--- src/rtl/pcb_pkg.sv ---
package pcb_pkg;

    localparam int AW       = 8;
    localparam int NUM_CS   = 2;
    localparam int SLOT_W   = 2;

    localparam logic [AW-1:0] A_SYSCFG = 8'h00;
    localparam logic [AW-1:0] A_SYSSTA = 8'h04;
    localparam logic [AW-1:0] A_CTRL   = 8'h08;
    localparam logic [AW-1:0] A_PIXCNT = 8'h0C;
    localparam logic [AW-1:0] A_LINE   = 8'h10;
    localparam logic [AW-1:0] A_CMD    = 8'h14;
    localparam logic [AW-1:0] A_PARAM  = 8'h18;
    localparam logic [AW-1:0] A_DATA   = 8'h1C;
    localparam logic [AW-1:0] A_RDDAT  = 8'h20;
    localparam logic [AW-1:0] A_RDSTA  = 8'h24;
    localparam logic [AW-1:0] A_CFGA   = 8'h28;
    localparam logic [AW-1:0] A_CFGB   = 8'h2C;
    localparam logic [AW-1:0] A_VSW    = 8'h30;
    localparam logic [AW-1:0] A_HSW    = 8'h34;

    localparam logic [31:0] CFG_RST  = 32'h0031_0000;
    localparam logic [31:0] CFG_MASK = 32'h003F_1FFF;
    localparam logic [4:0]  IDLE_MASK = 5'h19;
    localparam logic [3:0]  CTRL_RST = 4'h2;

    typedef enum logic [2:0] {
        OP_NONE,
        OP_CMD,
        OP_PARAM,
        OP_DATA,
        OP_READ,
        OP_STAT
    } bus_op_e;

    // slot = {select index, half}; slots are issued in ascending order
    function automatic logic slot_ok(bus_op_e op, logic [NUM_CS-1:0] cs_en,
                                     logic [SLOT_W-1:0] slot);
        logic ok;
        ok = 1'b0;
        case (op)
            OP_CMD, OP_PARAM: ok = !slot[0] && cs_en[slot[1]];
            OP_DATA:          ok = cs_en[slot[1]];
            OP_READ, OP_STAT: begin
                if (slot == 2'd0)      ok = cs_en[0];
                else if (slot == 2'd2) ok = !cs_en[0] && cs_en[1];
                else                   ok = 1'b0;
            end
            default:          ok = 1'b0;
        endcase
        return ok;
    endfunction

    function automatic logic op_is_read(bus_op_e op);
        return (op == OP_READ) || (op == OP_STAT);
    endfunction

    function automatic logic op_counts(bus_op_e op);
        return (op == OP_DATA) || (op == OP_READ) || (op == OP_STAT);
    endfunction

endpackage

--- src/rtl/pcb_bus_seq.sv ---
module pcb_bus_seq
    import pcb_pkg::*;
#(
    parameter int BUS_W  = 16,
    parameter int WORD_W = 32
) (
    input  logic                clk,
    input  logic                rst_n,
    input  logic                start_i,
    input  bus_op_e             op_i,
    input  logic [NUM_CS-1:0]   cs_en_i,
    input  logic [WORD_W-1:0]   word_i,
    output logic                has_work_o,
    output logic                idle_o,
    output logic                fin_o,
    output logic                wr_stb_o,
    output logic                rd_stb_o,
    output logic                dc_o,
    output logic [NUM_CS-1:0]   cs_o,
    output logic [BUS_W-1:0]    data_o
);

    typedef enum logic [1:0] {S_IDLE, S_RUN, S_FIN} seq_st_e;

    typedef struct packed {
        seq_st_e             st;
        bus_op_e             op;
        logic [NUM_CS-1:0]   cs_en;
        logic [WORD_W-1:0]   word;
        logic [SLOT_W-1:0]   slot;
    } seq_t;

    localparam int NSLOT = 1 << SLOT_W;

    seq_t q, d;
    logic [SLOT_W-1:0] first_slot, next_slot;
    logic              has_next;

    always_comb begin
        has_work_o = 1'b0;
        first_slot = '0;
        for (int s = NSLOT - 1; s >= 0; s--) begin
            if (slot_ok(op_i, cs_en_i, SLOT_W'(s))) begin
                has_work_o = 1'b1;
                first_slot = SLOT_W'(s);
            end
        end
        has_next  = 1'b0;
        next_slot = '0;
        for (int s = NSLOT - 1; s >= 0; s--) begin
            if (s > int'(q.slot) && slot_ok(q.op, q.cs_en, SLOT_W'(s))) begin
                has_next  = 1'b1;
                next_slot = SLOT_W'(s);
            end
        end
    end

    always_comb begin
        d = q;
        case (q.st)
            S_IDLE: begin
                if (start_i && has_work_o) begin
                    d.st    = S_RUN;
                    d.op    = op_i;
                    d.cs_en = cs_en_i;
                    d.word  = word_i;
                    d.slot  = first_slot;
                end
            end
            S_RUN: begin
                if (has_next) d.slot = next_slot;
                else          d.st   = S_FIN;
            end
            default: d.st = S_IDLE;
        endcase
    end

    always_ff @(posedge clk or negedge rst_n) begin
        if (!rst_n) begin
            q <= '{st: S_IDLE, op: OP_NONE, cs_en: '0, word: '0, slot: '0};
        end else begin
            q <= d;
        end
    end

    assign idle_o   = (q.st == S_IDLE);
    assign fin_o    = (q.st == S_FIN);
    assign wr_stb_o = (q.st == S_RUN) && !op_is_read(q.op);
    assign rd_stb_o = (q.st == S_RUN) && op_is_read(q.op);
    assign dc_o     = (q.st == S_RUN) && (q.op != OP_CMD) && (q.op != OP_STAT);

    generate
        for (genvar c = 0; c < NUM_CS; c++) begin : g_cs
            assign cs_o[c] = (q.st == S_RUN) && (int'(q.slot[1]) == c);
        end
    endgenerate

    assign data_o = (q.st != S_RUN || op_is_read(q.op)) ? '0 :
                    (q.slot[0] ? q.word[2*BUS_W-1:BUS_W] : q.word[BUS_W-1:0]);

endmodule

--- src/rtl/pcb_pix_track.sv ---
module pcb_pix_track #(
    parameter int CNT_W = 32
) (
    input  logic             clk,
    input  logic             rst_n,
    input  logic             soft_rst_i,
    input  logic             load_i,
    input  logic [CNT_W-1:0] load_val_i,
    input  logic             dec_i,
    input  logic             start_i,
    output logic [CNT_W-1:0] count_o,
    output logic             busy_o,
    output logic             done_o
);

    typedef struct packed {
        logic [CNT_W-1:0] cnt;
        logic             busy;
        logic             done;
    } pix_t;

    pix_t q, d;

    always_comb begin
        d      = q;
        d.done = 1'b0;
        if (soft_rst_i) begin
            d.cnt  = '0;
            d.busy = 1'b0;
        end else if (load_i) begin
            d.cnt = load_val_i;
        end else if (dec_i) begin
            if (q.cnt != '0) begin
                d.cnt = q.cnt - 1'b1;
                if (q.cnt == CNT_W'(1) && q.busy) begin
                    d.busy = 1'b0;
                    d.done = 1'b1;
                end
            end
        end else if (start_i) begin
            if (q.cnt == '0) d.done = 1'b1;
            else             d.busy = 1'b1;
        end
    end

    always_ff @(posedge clk or negedge rst_n) begin
        if (!rst_n) q <= '{cnt: '0, busy: 1'b0, done: 1'b0};
        else        q <= d;
    end

    assign count_o = q.cnt;
    assign busy_o  = q.busy;
    assign done_o  = q.done;

endmodule

--- src/rtl/panel_cmd_bridge.sv ---
module panel_cmd_bridge
    import pcb_pkg::*;
#(
    parameter int CNT_W  = 32,
    parameter int LINE_W = 11,
    parameter int SYNC_W = 16,
    parameter int BUS_W  = 16
) (
    input  logic         clk,
    input  logic         rst_n,
    input  logic         reg_wr_i,
    input  logic         reg_rd_i,
    input  logic [7:0]   reg_addr_i,
    input  logic [31:0]  reg_wdata_i,
    output logic [31:0]  reg_rdata_o,
    output logic         reg_ready_o,
    input  logic         frame_mode_i,
    output logic [15:0]  pnl_data_o,
    output logic         pnl_dc_o,
    output logic         pnl_wr_o,
    output logic         pnl_rd_o,
    output logic [1:0]   pnl_cs_o,
    input  logic [15:0]  pnl_rdata_i,
    output logic         frame_done_o
);

    localparam int WORD_W = 2 * BUS_W;

    typedef struct packed {
        logic [4:0]        idle;
        logic [3:0]        ctrl;
        logic [LINE_W-1:0] line;
        logic [31:0]       cfg_a;
        logic [31:0]       cfg_b;
        logic [SYNC_W-1:0] vsw;
        logic [SYNC_W-1:0] hsw;
        logic [BUS_W-1:0]  rxbuf;
    } regs_t;

    regs_t   q, d;
    bus_op_e op;
    logic    seq_has, seq_idle, seq_fin, seq_wr, seq_rd, seq_dc;
    logic    seq_start, accept, wr_acc, soft_rst, pix_load, pix_dec, xfer_go;
    logic    pix_busy, pix_done;
    logic [NUM_CS-1:0] seq_cs;
    logic [BUS_W-1:0]  seq_data;
    logic [CNT_W-1:0]  pix_count;

    always_comb begin
        op = OP_NONE;
        if (reg_wr_i) begin
            case (reg_addr_i)
                A_CMD:   op = OP_CMD;
                A_PARAM: op = OP_PARAM;
                A_DATA:  op = OP_DATA;
                A_RDDAT: op = OP_READ;
                A_RDSTA: op = OP_STAT;
                default: op = OP_NONE;
            endcase
        end
    end

    pcb_bus_seq #(.BUS_W(BUS_W), .WORD_W(WORD_W)) u_seq (
        .clk        (clk),
        .rst_n      (rst_n),
        .start_i    (seq_start),
        .op_i       (op),
        .cs_en_i    (q.ctrl[3:2]),
        .word_i     (reg_wdata_i[WORD_W-1:0]),
        .has_work_o (seq_has),
        .idle_o     (seq_idle),
        .fin_o      (seq_fin),
        .wr_stb_o   (seq_wr),
        .rd_stb_o   (seq_rd),
        .dc_o       (seq_dc),
        .cs_o       (seq_cs),
        .data_o     (seq_data)
    );

    assign reg_ready_o = (seq_idle && !seq_has) || seq_fin;
    assign accept      = (reg_wr_i || reg_rd_i) && reg_ready_o;
    assign wr_acc      = accept && reg_wr_i;
    assign seq_start   = reg_wr_i && seq_idle && seq_has;
    assign soft_rst    = wr_acc && reg_addr_i == A_SYSCFG && reg_wdata_i[1];
    assign pix_load    = wr_acc && reg_addr_i == A_PIXCNT;
    assign pix_dec     = wr_acc && op_counts(op);
    assign xfer_go     = wr_acc && reg_addr_i == A_CTRL && reg_wdata_i[4]
                         && reg_wdata_i[0] && !reg_wdata_i[1] && frame_mode_i
                         && !pix_busy && ((q.cfg_a[3:2] & q.cfg_b[3:2]) == 2'b00);

    pcb_pix_track #(.CNT_W(CNT_W)) u_pix (
        .clk        (clk),
        .rst_n      (rst_n),
        .soft_rst_i (soft_rst),
        .load_i     (pix_load),
        .load_val_i (reg_wdata_i[CNT_W-1:0]),
        .dec_i      (pix_dec),
        .start_i    (xfer_go),
        .count_o    (pix_count),
        .busy_o     (pix_busy),
        .done_o     (pix_done)
    );

    function automatic regs_t regs_rst();
        regs_t r;
        r.idle  = '0;
        r.ctrl  = CTRL_RST;
        r.line  = '0;
        r.cfg_a = CFG_RST;
        r.cfg_b = CFG_RST;
        r.vsw   = '0;
        r.hsw   = '0;
        r.rxbuf = '0;
        return r;
    endfunction

    always_comb begin
        d = q;
        if (seq_rd) d.rxbuf = pnl_rdata_i;
        if (wr_acc) begin
            case (reg_addr_i)
                A_SYSCFG: begin
                    if (reg_wdata_i[1]) begin
                        d       = regs_rst();
                        d.rxbuf = q.rxbuf;
                    end
                    d.idle = reg_wdata_i[4:0] & IDLE_MASK;
                end
                A_CTRL:  d.ctrl  = reg_wdata_i[3:0];
                A_LINE:  d.line  = reg_wdata_i[LINE_W-1:0];
                A_CFGA:  d.cfg_a = reg_wdata_i & CFG_MASK;
                A_CFGB:  d.cfg_b = reg_wdata_i & CFG_MASK;
                A_VSW:   d.vsw   = reg_wdata_i[SYNC_W-1:0];
                A_HSW:   d.hsw   = reg_wdata_i[SYNC_W-1:0];
                default: ;
            endcase
        end
    end

    always_ff @(posedge clk or negedge rst_n) begin
        if (!rst_n) q <= regs_rst();
        else        q <= d;
    end

    always_comb begin
        reg_rdata_o = '0;
        case (reg_addr_i)
            A_SYSCFG: reg_rdata_o = 32'(q.idle);
            A_SYSSTA: reg_rdata_o = {23'd0, pix_busy, 7'd0, 1'b1};
            A_CTRL:   reg_rdata_o = 32'(q.ctrl);
            A_PIXCNT: reg_rdata_o = 32'(pix_count);
            A_LINE:   reg_rdata_o = 32'(q.line);
            A_RDDAT,
            A_RDSTA:  reg_rdata_o = 32'(q.rxbuf);
            A_CFGA:   reg_rdata_o = q.cfg_a;
            A_CFGB:   reg_rdata_o = q.cfg_b;
            A_VSW:    reg_rdata_o = 32'(q.vsw);
            A_HSW:    reg_rdata_o = 32'(q.hsw);
            default:  reg_rdata_o = '0;
        endcase
    end

    assign pnl_data_o   = seq_data;
    assign pnl_dc_o     = seq_dc;
    assign pnl_wr_o     = seq_wr;
    assign pnl_rd_o     = seq_rd;
    assign pnl_cs_o     = seq_cs;
    assign frame_done_o = pix_done;

endmodule

--- config.mk ---
export PLATFORM = sky130hd
export DESIGN_NAME = panel_cmd_bridge
export DESIGN_NICKNAME = d
export VERILOG_FILES = /design/src/rtl/pcb_pkg.sv /design/src/rtl/pcb_bus_seq.sv /design/src/rtl/pcb_pix_track.sv /design/src/rtl/panel_cmd_bridge.sv
export SDC_FILE = /design/constraint.sdc
export NUM_CORES = 1
export LEC_CHECK = 0
export ABC_AREA = 1
export BUFFER_PORTS_ARGS = -buffer_cell sky130_fd_sc_hd__buf_4
export CORE_ASPECT_RATIO = 1.5
export CORE_MARGIN = 5
export CORE_UTILIZATION = 55
export CTS_CLUSTER_DIAMETER = 60
export DETAILED_ROUTE_END_ITERATION = 7
export PLACE_DENSITY = 0.88
export SYNTH_ARGS = -nofsm -noshare
export SYNTH_HDL_FRONTEND = slang
export SYNTH_SLANG_ARGS = --single-unit
--- constraint.sdc ---
create_clock -name clk -period 4.3 [get_ports clk]
set_input_delay 0.86 -clock clk [delete_from_list [all_inputs] [get_ports clk]]
set_output_delay 0.86 -clock clk [all_outputs]
set_load 0.02 [all_outputs]
==> results.cfg <==
[status]
status = finished clean

[detailed_routing]
drc = 0
wl_mm = 32.5
routedWlPerCell_um = 19.1
drtIter0Drc = 1519
postRouteAntennaNets = 0
vias = 10200
via_per_inst = 6.04
dr.pass1.iters = 8

[hold_path]
min_delay_path_depth = 2
hold_path_class = flop to flop

[sta]
period_needed_ns = 3.97
fin_skew_ns = 0.0113
fmax_mhz = 252
max-slew-margin-rel_pct = 33.1
hold_viol = 0
finalSetupTns_ns = 0
worstMarginPinSlew_ns = 1.00
period_share_pct = 92.3
drv_slew = 0
rsz0062_at_grt = false
setup_viol = 0

[pwr]
powerDensity_nw_per_um2 = 607
ir_drop_mv = 0.339
leakage_nw = 6.15
finalPower_w = 0.00713

[layout]
layout.cells.non_filler = 1697
antenna_cells = 0
areaGrowthSynthToFinish_pct = 15.4
final_area_um2 = 11700
drive_above_1_share_pct = 16.8
final_common_cell = nand2_1
finalNetCount = 1496
mostFrequentLayoutCells = nand2_1, dfrtp_1, inv_1

[global_route]
grtUsageTotal_pct = 30.7
grt_pass1_vias = 9960
grt_pass1_wl_mm = 51.4
antenna_found_initial = 0
grt_start_max_net_pins = 105
overflow = 0

[placement]
dp_hpwl_mm = 22.5
io_buffers = 114
place_congestion = 0.961
place_area_um2 = 11100
dp.cells = 1665

[synth]
yosysWarnings = 0
netlist.area_leader.share_pct = 42.3
ys_ff_latch = 179
synthDistinctLibCells = 49
synthFlopType = dfrtp_1
yosys.area.top_type = dfrtp_1
synth_area_leaders = dfrtp_1, nand2_1, inv_1, o21ai_0, nor2_1
synth_fp_nets = 1407
avgSynthCellArea_um2 = 7.58
synth_edf_count = 0
synth_seq_area_share_pct = 44.1
synthArstFlopShare_pct = 100
syn_area_um2 = 10200
synth_cells = 1343

[floorplan]
die_area_um2 = 21400
dieWidth_um = 121
die_h_um = 177
initial_utilization_pct = 55.3
ios = 116
rows = 61
fp.coreArea_um2 = 18400

[cts]
post_cts_buffers = 0
clk_latency_ns = 0.44
htreeDepth = 4
cts.sinks = 179
cts-root-buf = clkbuf_16
cts.path.max_buffers = 2
cts_tree = done
cts_resized = 0
clk_pin_slew_worst_paths_ns = 0.08
numCtsBuffers = 17
hold_buffers = 0

[worst_setup_path]
cp.arrival_ns = 3.11
endpoint_kind = output pin
rr_worst_depth = 7
cp-start-kind = input port
critPathMaxFanout = 22
crit_required_ns = 3.44
path_class = input port to output pin

[flow_run]
maxCapViolCount = 0
-- final timing paths --
kind,from,endpoint,slack (ns)
max in group asynchronous,rst_n,u_pix.count_o[12],2.81
max reg2reg,u_pix.count_o[29],u_pix.count_o[20],1.51
min in group asynchronous,rst_n,u_seq.q[19],0.52
min reg2reg,q[11],q[11],0.48
min,q[11],q[11],0.48
max,reg_addr_i[1],reg_rdata_o[5],0.33
-- logic make-up after synthesis --
family	count (synthesis)	share of synthesized area, %
and+or+nand+nor	659	29.3
AOI/OAI and AO/OA	246	14.9
buffers and inverters	243	10.2
DFF	179	44.1
xor gates and xnor gates	13	1.12
adders and majority gates	3	0.369
-- sequential cells by signal (all words and copies together) (netlist names) --
name / count
u_seq.q: 41
u_pix.count_o: 32
u_pix.busy_o: 1
q: 104
u_pix.done_o: 1
-- synthesized netlist by cell type (3+ instances only) --
| cell type | number |
|---|---|
| o21ai_0 | 111 |
| nor2_4 | 5 |
| o221ai_1 | 11 |
| dfstp_2 | 7 |
| o22ai_2 | 10 |
| o21ai_1 | 8 |
| inv_1 | 169 |
| o211ai_1 | 4 |
| nand2_2 | 5 |
| nor3_1 | 12 |
| a21oi_1 | 20 |
| o2111ai_1 | 3 |
| buf_6 | 10 |
| nor2_2 | 9 |
| clkbuf_1 | 27 |
| dfrtp_1 | 172 |
| nand2_1 | 380 |
| nand4_4 | 3 |
| nand4_1 | 24 |
| a221oi_1 | 14 |
| o22ai_1 | 59 |
| xor2_1 | 12 |
| nand3_2 | 18 |
| ha_1 | 3 |
| nor4_1 | 3 |
| buf_4 | 5 |
| nor2_1 | 124 |
| nand3_1 | 61 |
| buf_2 | 17 |
| nand2_4 | 3 |
| inv_2 | 10 |
-- critical path: stages --
cell and delay, ns:
buf_4 0.12, nor2_2 0.13, nand2_1 0.12, nor2_1 0.10, inv_1 0.05, nor2_1 0.32
inv_1 0.48, o22ai_1 0.29, inv_1 0.09, o21ai_0 0.17, a221oi_1 0.10, o221ai_1 0.10
buf_4 0.18
-- power by group --
| group | internal, W | total, W | switching, W |
|---|---|---|---|
| Combinational | 0.00126 | 0.00336 | 0.00211 |
| Clock | 0.000846 | 0.00159 | 0.000748 |
| Sequential | 0.00195 | 0.00217 | 0.000220 |
-- metrics by stage --
stage               setup slack (ns)  util [%]  hold WS [ns]
floorplan                       1.09         -         0.442
global route                   0.217      63.8         0.515
global placement               0.580      60.6         0.457
finish                         0.330      63.8         0.479
detailed placement             0.538      60.6         0.460
CTS                            0.448      63.8         0.479
-- area by class of cell --
type | instances | area [µm²]
fill | 1554 | 6650
multi-input combinational | 921 | 4650
sequential | 179 | 4490
timing repair buffer | 131 | 1000
inverter | 182 | 686
clock buffer | 18 | 439
tap | 252 | 315
clock inverter | 14 | 161
-- per-layer routing --
metal | global-route usage [%] | vias to the layer above | routed length, µm
li1 | - | 4566 | -
met1 | 36.7 | 4788 | 11300
met2 | 50.0 | 709 | 15400
met3 | 6.09 | 185 | 3180
met4 | 20.1 | 0 | 2540
met5 | 0 | - | 0
Note: power is estimated with default switching activity, not from simulation.
